### src/rtl/serial_rx_pkg.sv
package serial_rx_pkg;

  typedef enum logic [2:0] {
    ST_IDLE,
    ST_START,
    ST_DATA,
    ST_PAR,
    ST_STOP1,
    ST_STOP2
  } fr_state_t;

  // data length code -> number of data bits
  function automatic logic [3:0] data_bits(input logic [1:0] code);
    case (code)
      2'd0:    data_bits = 4'd7;
      2'd2:    data_bits = 4'd9;
      default: data_bits = 4'd8;
    endcase
  endfunction

endpackage

### src/rtl/serial_rx_framer.sv
module serial_rx_framer
  import serial_rx_pkg::*;
#(
  parameter int OSR = 16,
  parameter int DW  = 9
) (
  input  logic          clk,
  input  logic          rst,
  input  logic          rx_en,
  input  logic          sample_tick,
  input  logic          rx_in,
  input  logic [1:0]    len_sel,
  input  logic          par_en,
  input  logic          par_odd,
  input  logic          stop2,
  output logic          done,
  output logic [DW-1:0] word,
  output logic          par_bad,
  output logic          frm_bad
);
  localparam int CW   = $clog2(OSR);
  localparam int HALF = OSR / 2;
  localparam int IW   = $clog2(DW + 1);

  logic [1:0]    sync_q;
  logic          line;
  fr_state_t     st;
  logic [CW-1:0] cnt;
  logic [IW-1:0] idx;
  logic [IW-1:0] nbits;
  logic          prev_line;
  logic          acc;

  assign line  = sync_q[1];
  assign nbits = IW'(data_bits(len_sel));

  always_ff @(posedge clk) begin
    if (rst) sync_q <= 2'b11;
    else     sync_q <= {sync_q[0], rx_in};
  end

  always_ff @(posedge clk) begin
    if (rst || !rx_en) begin
      st        <= ST_IDLE;
      cnt       <= '0;
      idx       <= '0;
      prev_line <= 1'b1;
      acc       <= 1'b0;
      word      <= '0;
      par_bad   <= 1'b0;
      frm_bad   <= 1'b0;
      done      <= 1'b0;
    end else begin
      done <= 1'b0;
      if (sample_tick) begin
        prev_line <= line;
        case (st)
          ST_IDLE: begin
            if (prev_line && !line) begin
              st  <= ST_START;
              cnt <= '0;
            end
          end
          ST_START: begin
            if (cnt == CW'(HALF - 1)) begin
              cnt <= '0;
              if (!line) begin
                st      <= ST_DATA;
                idx     <= '0;
                acc     <= 1'b0;
                word    <= '0;
                par_bad <= 1'b0;
                frm_bad <= 1'b0;
              end else begin
                st <= ST_IDLE;
              end
            end else begin
              cnt <= cnt + 1'b1;
            end
          end
          default: begin
            if (cnt == CW'(OSR - 1)) begin
              cnt <= '0;
              case (st)
                ST_DATA: begin
                  word <= word | (DW'(line) << idx);
                  acc  <= acc ^ line;
                  if (idx == nbits - IW'(1)) st <= par_en ? ST_PAR : ST_STOP1;
                  else                       idx <= idx + 1'b1;
                end
                ST_PAR: begin
                  par_bad <= ((acc ^ line) != par_odd);
                  st      <= ST_STOP1;
                end
                ST_STOP1: begin
                  frm_bad <= !line;
                  if (stop2) begin
                    st <= ST_STOP2;
                  end else begin
                    st   <= ST_IDLE;
                    done <= 1'b1;
                  end
                end
                default: begin
                  frm_bad <= frm_bad | !line;
                  st      <= ST_IDLE;
                  done    <= 1'b1;
                end
              endcase
            end else begin
              cnt <= cnt + 1'b1;
            end
          end
        endcase
      end
    end
  end

  // a start bit found high at mid-bit is dropped
  a_r2_false_start_idle: assert property (@(posedge clk) disable iff (rst)
    (rx_en && sample_tick && st == ST_START && cnt == CW'(HALF - 1) && line)
      |=> (st == ST_IDLE && !done));

  // a completed frame leaves the framer idle
  a_r1_done_idle: assert property (@(posedge clk) disable iff (rst)
    done |-> (st == ST_IDLE));

endmodule

### src/rtl/serial_rx_holding.sv
module serial_rx_holding #(
  parameter int DW = 9
) (
  input  logic          clk,
  input  logic          rst,
  input  logic          rx_en,
  input  logic          load,
  input  logic [DW-1:0] new_word,
  input  logic          new_par,
  input  logic          new_frm,
  input  logic          rx_ready,
  input  logic          irq_ack,
  output logic [DW-1:0] rx_data,
  output logic          rx_valid,
  output logic          ovr_err,
  output logic          frm_err,
  output logic          par_err,
  output logic          err_sum,
  output logic          irq
);
  logic rd;
  logic ovr_now;
  logic ovr_n, frm_n, par_n;

  assign rd      = rx_valid && rx_ready;
  assign ovr_now = rx_valid && !rd;
  assign ovr_n   = (ovr_err && !rd) || ovr_now;
  assign frm_n   = (frm_err && !rd) || new_frm;
  assign par_n   = (par_err && !rd) || new_par;

  always_ff @(posedge clk) begin
    if (rst || !rx_en) begin
      rx_data  <= '0;
      rx_valid <= 1'b0;
      ovr_err  <= 1'b0;
      frm_err  <= 1'b0;
      par_err  <= 1'b0;
      err_sum  <= 1'b0;
    end else if (load) begin
      rx_data  <= new_word;
      rx_valid <= 1'b1;
      ovr_err  <= ovr_n;
      frm_err  <= frm_n;
      par_err  <= par_n;
      err_sum  <= ovr_n || frm_n || par_n;
    end else if (rd) begin
      rx_valid <= 1'b0;
      ovr_err  <= 1'b0;
      frm_err  <= 1'b0;
      par_err  <= 1'b0;
      err_sum  <= 1'b0;
    end
  end

  always_ff @(posedge clk) begin
    if (rst)                                                irq <= 1'b0;
    else if (rx_en && load && (!ovr_now || new_frm || new_par)) irq <= 1'b1;
    else if (irq_ack)                                       irq <= 1'b0;
  end


  a_r7_sum_matches: assert property (@(posedge clk) disable iff (rst)
    err_sum == (ovr_err || frm_err || par_err));


  a_r5_par_with_valid: assert property (@(posedge clk) disable iff (rst)
    $rose(par_err) |-> rx_valid);


  a_r6_ovr_keeps_irq: assert property (@(posedge clk) disable iff (rst)
    (rx_en && load && ovr_now && !new_frm && !new_par && !irq && !irq_ack) |=> !irq);


  a_r8_read_clears: assert property (@(posedge clk) disable iff (rst)
    (rx_valid && rx_ready && !load) |=> (!rx_valid && !err_sum && !ovr_err));


  a_r9_disable_clears: assert property (@(posedge clk) disable iff (rst)
    !rx_en |=> (!rx_valid && rx_data == '0 && !err_sum));


  a_r10_irq_holds: assert property (@(posedge clk) disable iff (rst)
    (irq && !irq_ack) |=> irq);

endmodule

### src/rtl/serial_rx_flags.sv
module serial_rx_flags #(
  parameter int OSR = 16,
  parameter int DW  = 9
) (
  input  logic          clk,
  input  logic          rst,
  input  logic          sample_tick,
  input  logic          rx_in,
  input  logic          rx_en,
  input  logic [1:0]    len_sel,
  input  logic          par_en,
  input  logic          par_odd,
  input  logic          stop2,
  input  logic          rx_ready,
  input  logic          irq_ack,
  output logic [DW-1:0] rx_data,
  output logic          rx_valid,
  output logic          ovr_err,
  output logic          frm_err,
  output logic          par_err,
  output logic          err_sum,
  output logic          irq
);
  logic          done;
  logic [DW-1:0] word;
  logic          par_bad;
  logic          frm_bad;

  serial_rx_framer #(.OSR(OSR), .DW(DW)) framer_i (
    .clk         (clk),
    .rst         (rst),
    .rx_en       (rx_en),
    .sample_tick (sample_tick),
    .rx_in       (rx_in),
    .len_sel     (len_sel),
    .par_en      (par_en),
    .par_odd     (par_odd),
    .stop2       (stop2),
    .done        (done),
    .word        (word),
    .par_bad     (par_bad),
    .frm_bad     (frm_bad)
  );

  serial_rx_holding #(.DW(DW)) holding_i (
    .clk      (clk),
    .rst      (rst),
    .rx_en    (rx_en),
    .load     (done),
    .new_word (word),
    .new_par  (par_bad),
    .new_frm  (frm_bad),
    .rx_ready (rx_ready),
    .irq_ack  (irq_ack),
    .rx_data  (rx_data),
    .rx_valid (rx_valid),
    .ovr_err  (ovr_err),
    .frm_err  (frm_err),
    .par_err  (par_err),
    .err_sum  (err_sum),
    .irq      (irq)
  );

endmodule

### config.mk
export PLATFORM = sky130hd
export DESIGN_NAME = serial_rx_flags
export DESIGN_NICKNAME = d
export VERILOG_FILES = /design/src/rtl/serial_rx_pkg.sv /design/src/rtl/serial_rx_framer.sv /design/src/rtl/serial_rx_holding.sv /design/src/rtl/serial_rx_flags.sv
export SDC_FILE = /design/constraint.sdc
export NUM_CORES = 1
export LEC_CHECK = 0
export ABC_AREA = 1
export CORE_UTILIZATION = 54
export DETAILED_ROUTE_END_ITERATION = 16
export GPL_TIMING_DRIVEN = 0
export PLACE_DENSITY_LB_ADDON = 0.08
export SETUP_SLACK_MARGIN = 0.4
export SLEW_MARGIN = 20
export SYNTH_ARGS = -nofsm -noshare
export SYNTH_HDL_FRONTEND = slang
export SYNTH_SLANG_ARGS = --single-unit
export TNS_END_PERCENT = 20
### constraint.sdc
create_clock -name clk -period 2 [get_ports clk]
set_clock_uncertainty 0.1 [all_clocks]
set_input_delay 0.4 -clock clk [delete_from_list [all_inputs] [get_ports clk]]
set_output_delay 0.4 -clock clk [all_outputs]
set_load 0.03 [all_outputs]
Word level (Yosys, flattened, before mapping)
Cells that the tools add are included.

word-level totals
  register bits after elaboration = 42
  input bits = 12
  logic and storage cells = 124
  output and inout port bits = 15

operators by class
  bitwise logic cells = 6
  equality and inequality tests = 15
  multiplexer cells = 46
  shift operators = 1
  add/subtract/negate cells = 3
  reductions and logical operators = 36

operator list
  cell                   number
  $mux W9                4
  $mux W4                8
  $pmux W4 S2            3
  $mux W3                6
  $pmux W9 S2            1
  $reduce_and A6 Y1      3
  $mux W1                16
  $pmux W1 S2            5
  $reduce_bool A2 Y1     5
  $or A9 B9 Y9           1
  $pmux W3 S3            1
  $shl A1 B4 Y9          1
  $add A4 B1 Y4 const B  2
  $logic_and A1 B1 Y1    8
  $logic_or A1 B1 Y1     8
  $reduce_and A7 Y1      1
  $eq A3 B2 Y1 const B   2
  $ne A2 B1 Y1 const B   3
  $pmux W3 S2            1
  $reduce_and A5 Y1      1
  $reduce_or A5 Y1       1
  $eq A4 B3 Y1 const B   1
  $eq A4 B4 Y1           1
  $eq A4 B4 Y1 const B   1
  17 further kinds       23

Logic depth before layout (Yosys ltp)
  word-level depth = 8
  gate-level depth with buffers = 11
  mapped depth without buffers = 11

Modules after synthesis
From an unflattened synthesis, not the netlist that was laid out.

second synthesis, totals
  cells, all modules = 285
  area, all modules = 1980.6 um^2

modules (own cells, without submodules)
  module             cells an instance  sequential area each (um^2)  instances  area an instance (um^2)
  serial_rx_framer   205                540.5                        1          1398.8
  serial_rx_holding  80                 300.3                        1          581.8

Worst setup path after synthesis
Ideal clock, no wire load.

  path kind = reg2reg
  from = reg framer_i.cnt[0]
  to = reg framer_i.idx[0]
  cell stages (with the launch flop) = 10
  path buffers = 1
  arrival time = 1.322 ns
  slack = 0.446 ns
  setup time = 0.132 ns
  cell sequence = dfxtp_1 ha_1 nand3_1 nand2_1 nand3_2 nor2_4 buf_6 nand2_1 nand2_1 a21oi_1

between the ends
  longest elaborated chain between the ends = 3
  elaborated cells between the ends (all ways) = 5

ends and longest elaborated chain
  what                                                                        line                                            source
  start: declaration                                                          serial_rx_framer.sv:28                          logic [CW-1:0] cnt;
  start signal: assignment                                                    serial_rx_framer.sv:78                          cnt <= cnt + 1'b1;
  start signal: assignment                                                    serial_rx_framer.sv:111                         cnt <= cnt + 1'b1;
  $eq A4 B3 Y1 / $eq A4 B4 Y1 (equally long branches)                         serial_rx_framer.sv:65, serial_rx_framer.sv:82
  $ne A2 B1 Y1 (no source line) / $reduce_bool A2 Y1 (equally long branches)  n/a
  $reduce_and A7 Y1 (no source line) *                                        n/a
  end signal: assignment                                                      serial_rx_framer.sv:89                          else idx <= idx + 1'b1;
  end: declaration                                                            serial_rx_framer.sv:29                          logic [IW-1:0] idx;

Mark *: on every way between the ends. The rest lies on a longest branch, timed or not.
A chain may end at the register's enable or synchronous reset.

Worst setup path after layout
  from = reg holding_i.rx_data[6]
  to = out rx_data[6]

RTL lines
  what                      line                     source
  start: declaration        serial_rx_holding.sv:13  output logic [DW-1:0] rx_data,
  start signal: assignment  serial_rx_holding.sv:40  rx_data <= new_word;
  end: declaration          serial_rx_flags.sv:16    output logic [DW-1:0] rx_data,

No word-level cell between the ends.

==> impl_metrics.yaml <==
sta:
  finalHoldViolations: 0
  rsz0062_at_grt: "yes"
  setup_viol: 0
  fmax_mhz: 550
  tightest_slew_ns: 0.470
  setup_slack_ns: 0.183
  post-route-period-util_pct: 90.8
  hold_ws_ns: 0.346
  slew_headroom_pct: 68.6
  post-route-min-period_ns: 1.82
  maxSlewViolCount: 0
synthesis:
  synth_fa_ha_area_share_pct: 1.22
  syn_inst: 307
  ys_ff_latch: 42
  synth_cell_types: 26
  synth-xor-area-share_pct: 1.28
  avgSynthCellArea_um2: 6.69
  synth-compound-area-share_pct: 13.7
  synthMuxAreaShare_pct: 0
  yosys.area_share.simple_pct: 32.1
  ys_top_cells_by_area: "dfxtp_1, nand2_1, inv_1"
  yosysTopAreaCell: "dfxtp_1"
  synth_seq_area_share_pct: 41.0
  ys_warn_count: 0
  synth_nets: 321
  synthDominantCellAreaShare_pct: 41.0
  synth_area_um2: 2050
  synth_top_family_by_area: "simple AND/OR/NAND/NOR gates"
worst_hold_path:
  hp-class: "flip-flop to flip-flop"
global_route:
  grt_max_degree: 14
  track_usage_pct: 24.8
  antenna_found_initial: 0
  grt.overflow.total: 0
  first_global_vias: 1821
  grt_pass1_wl_mm: 7.76
die:
  io-pin-count: 27
  core_area_um2: 3660
  rows: 22
  dieArea_um2: 4050
  die_x_um: 63.7
  die_y_um: 63.7
  start_util_pct: 56.1
placed_design:
  hpwl_mm: 3.11
  gp_congestion: 0.889
  portBuffers: 26
  pre_cts_ws_ns: -0.230
  placed_cells: 381
worst_setup_path:
  path_buf_inv: 1
  worstSetupEndpointType: "output port"
  cp_max_fo: 2
  critical_path.top_delay_family: "buffers and inverters"
  crit_path_cell_trace: "clkdlybuf4s50_1"
  cp.arrival_ns: 1.32
  crit_type: "flip-flop to output port"
  critical-path-slowest-cell: "clkdlybuf4s50_1"
  cp.required_ns: 1.50
  cp-start-kind: "flip-flop"
  r2r_slack_ns: 0.33
  max_stage_delay_ns: 0.67
pwr:
  p_leak_uw: 0.00112
  fin_total_pwr_uw: 1640
  peakVddDrop_uv: 478
  power.density_nw_per_um2: 635
final_layout:
  instances_no_fill: 395
  fillerInstances: 309
  diodes: 0
  finish.net_count: 360
  multiInputGateArea_um2: 1030
  seqCellArea_um2: 847
  syn_to_final_growth_pct: 25.6
  final_cell_mix: "nand2_1, inv_1, dfxtp_1, nor2_1, a21oi_1"
  drive_above_1_share_pct: 13.3
  final_common_cell: "nand2_1"
detailed_routing:
  routed_wl_mm: 4.63
  drtIter0Drc: 97
  drtPass1Iterations: 4
  drt_drc_violations_left: 0
  vias_per_cell: 5.04
  routedWlPerCell_um: 11.7
  num_vias: 1990
  ant_nets: 0
run_status:
  outcome: "completed"
cts:
  clkTransAtPathRegs_ns: 0.08
  numCtsBuffers: 5
  cts_root_buf: "clkbuf_8"
  cts_sinks: 42
  clockBufferDepth: 2
  worstSkewPairLatency_ns: 0.30
  cts.hold.buffers_added: 0
  cts_max_level: 2
  cts_tree: "yes"
run:
  maxCapViolCount: 0
-- routing by layer --
| metal | wire, µm | global-route usage, % | vias up |
|---|---|---|---|
| li1 | - | - | 1040 |
| met1 | 2020 | 29.0 | 882 |
| met2 | 2310 | 43.8 | 58 |
| met3 | 188 | 5.98 | 10 |
| met4 | 105 | 8.52 | 0 |
| met5 | 0 | 0 | - |
-- final timing paths --
path	depth (start not counted)	startpoint	endpoint
min reg2reg	1	framer_i.sync_q[0]$_SDFF_PP1_	framer_i.sync_q[1]$_SDFF_PP1_
max	1	holding_i.rx_data[6]$_SDFFE_PP0P_	rx_data[6]
min	1	framer_i.sync_q[0]$_SDFF_PP1_	framer_i.sync_q[1]$_SDFF_PP1_
max reg2reg	10	framer_i.cnt[1]$_SDFFE_PP0P_	framer_i.word[2]$_SDFFE_PP0P_
-- state kept, by name (all words and copies together) (netlist names), 2 cells and up --
signal	count
framer_i.cnt	4
framer_i.idx	4
framer_i.st	3
framer_i.sync_q	2
framer_i.word	9
holding_i.rx_data	9
-- Yosys cell counts (all sizes together) --
| cell type | count |
|---|---|
| nor2 | 38 |
| xnor2 | 1 |
| nand3 | 21 |
| or2 | 4 |
| buf | 3 |
| a21oi | 28 |
| clkbuf | 5 |
| nand2 | 84 |
| o21ai | 18 |
| nor3 | 4 |
| o22ai | 1 |
| dfxtp | 42 |
| o211ai | 3 |
| ha | 2 |
| a211oi | 1 |
| nor3b | 1 |
| inv | 48 |
| nand4 | 1 |
| xor2 | 2 |
-- cell type report --
class                      count  share of cell area (%)
buffer                         8                    1.60
clock buffer                   6                    2.81
clock inverter                 2                    1.46
inverter                      48                    6.99
multi-input combinational    210                    40.0
sequential                    42                    32.8
tap                           48                    2.33
timing repair buffer          31                    11.9
-- power breakdown --
part | total, µW | switching, µW | internal [µW] | leakage (µW)
Clock | 667 | 295 | 372 | 0.0000514
Sequential | 846 | 5.10 | 841 | 0.000341
Combinational | 123 | 72.0 | 50.8 | 0.000723
-- repair_timing --
| action | in CTS | in global routing |
|---|---|---|
| buffers inserted | 3 | 2 |
| setup endpoints to repair | 43 | 44 |
| gates resized for setup | 12 | 11 |
| gates cloned | 1 | 0 |
| pin swaps | 4 | 1 |
-- cell families after synthesis --
family	after synthesis
flip-flops	42
buffers and inverters	56
XOR/XNOR	3
adder cells (fa/ha/maj)	2
AO/OA/AOI/OAI	51
AND/OR/NAND/NOR	153
-- metrics by stage --
| stage | utilization [%] | TNS [ns] | area, µm² |
|---|---|---|---|
| 5_1_grt | 70.4 | 0 | 2580 |
| 3_5_place_dp | 64.8 | -2.92 | 2370 |
| 3_3_place_gp | 64.8 | -2.96 | 2370 |
| 2_1_floorplan | - | 0 | 2050 |
| 6_report | 70.4 | 0 | 2580 |
| 4_1_cts | 69.3 | 0 | 2540 |
Note: power is estimated with default switching activity, not from simulation.
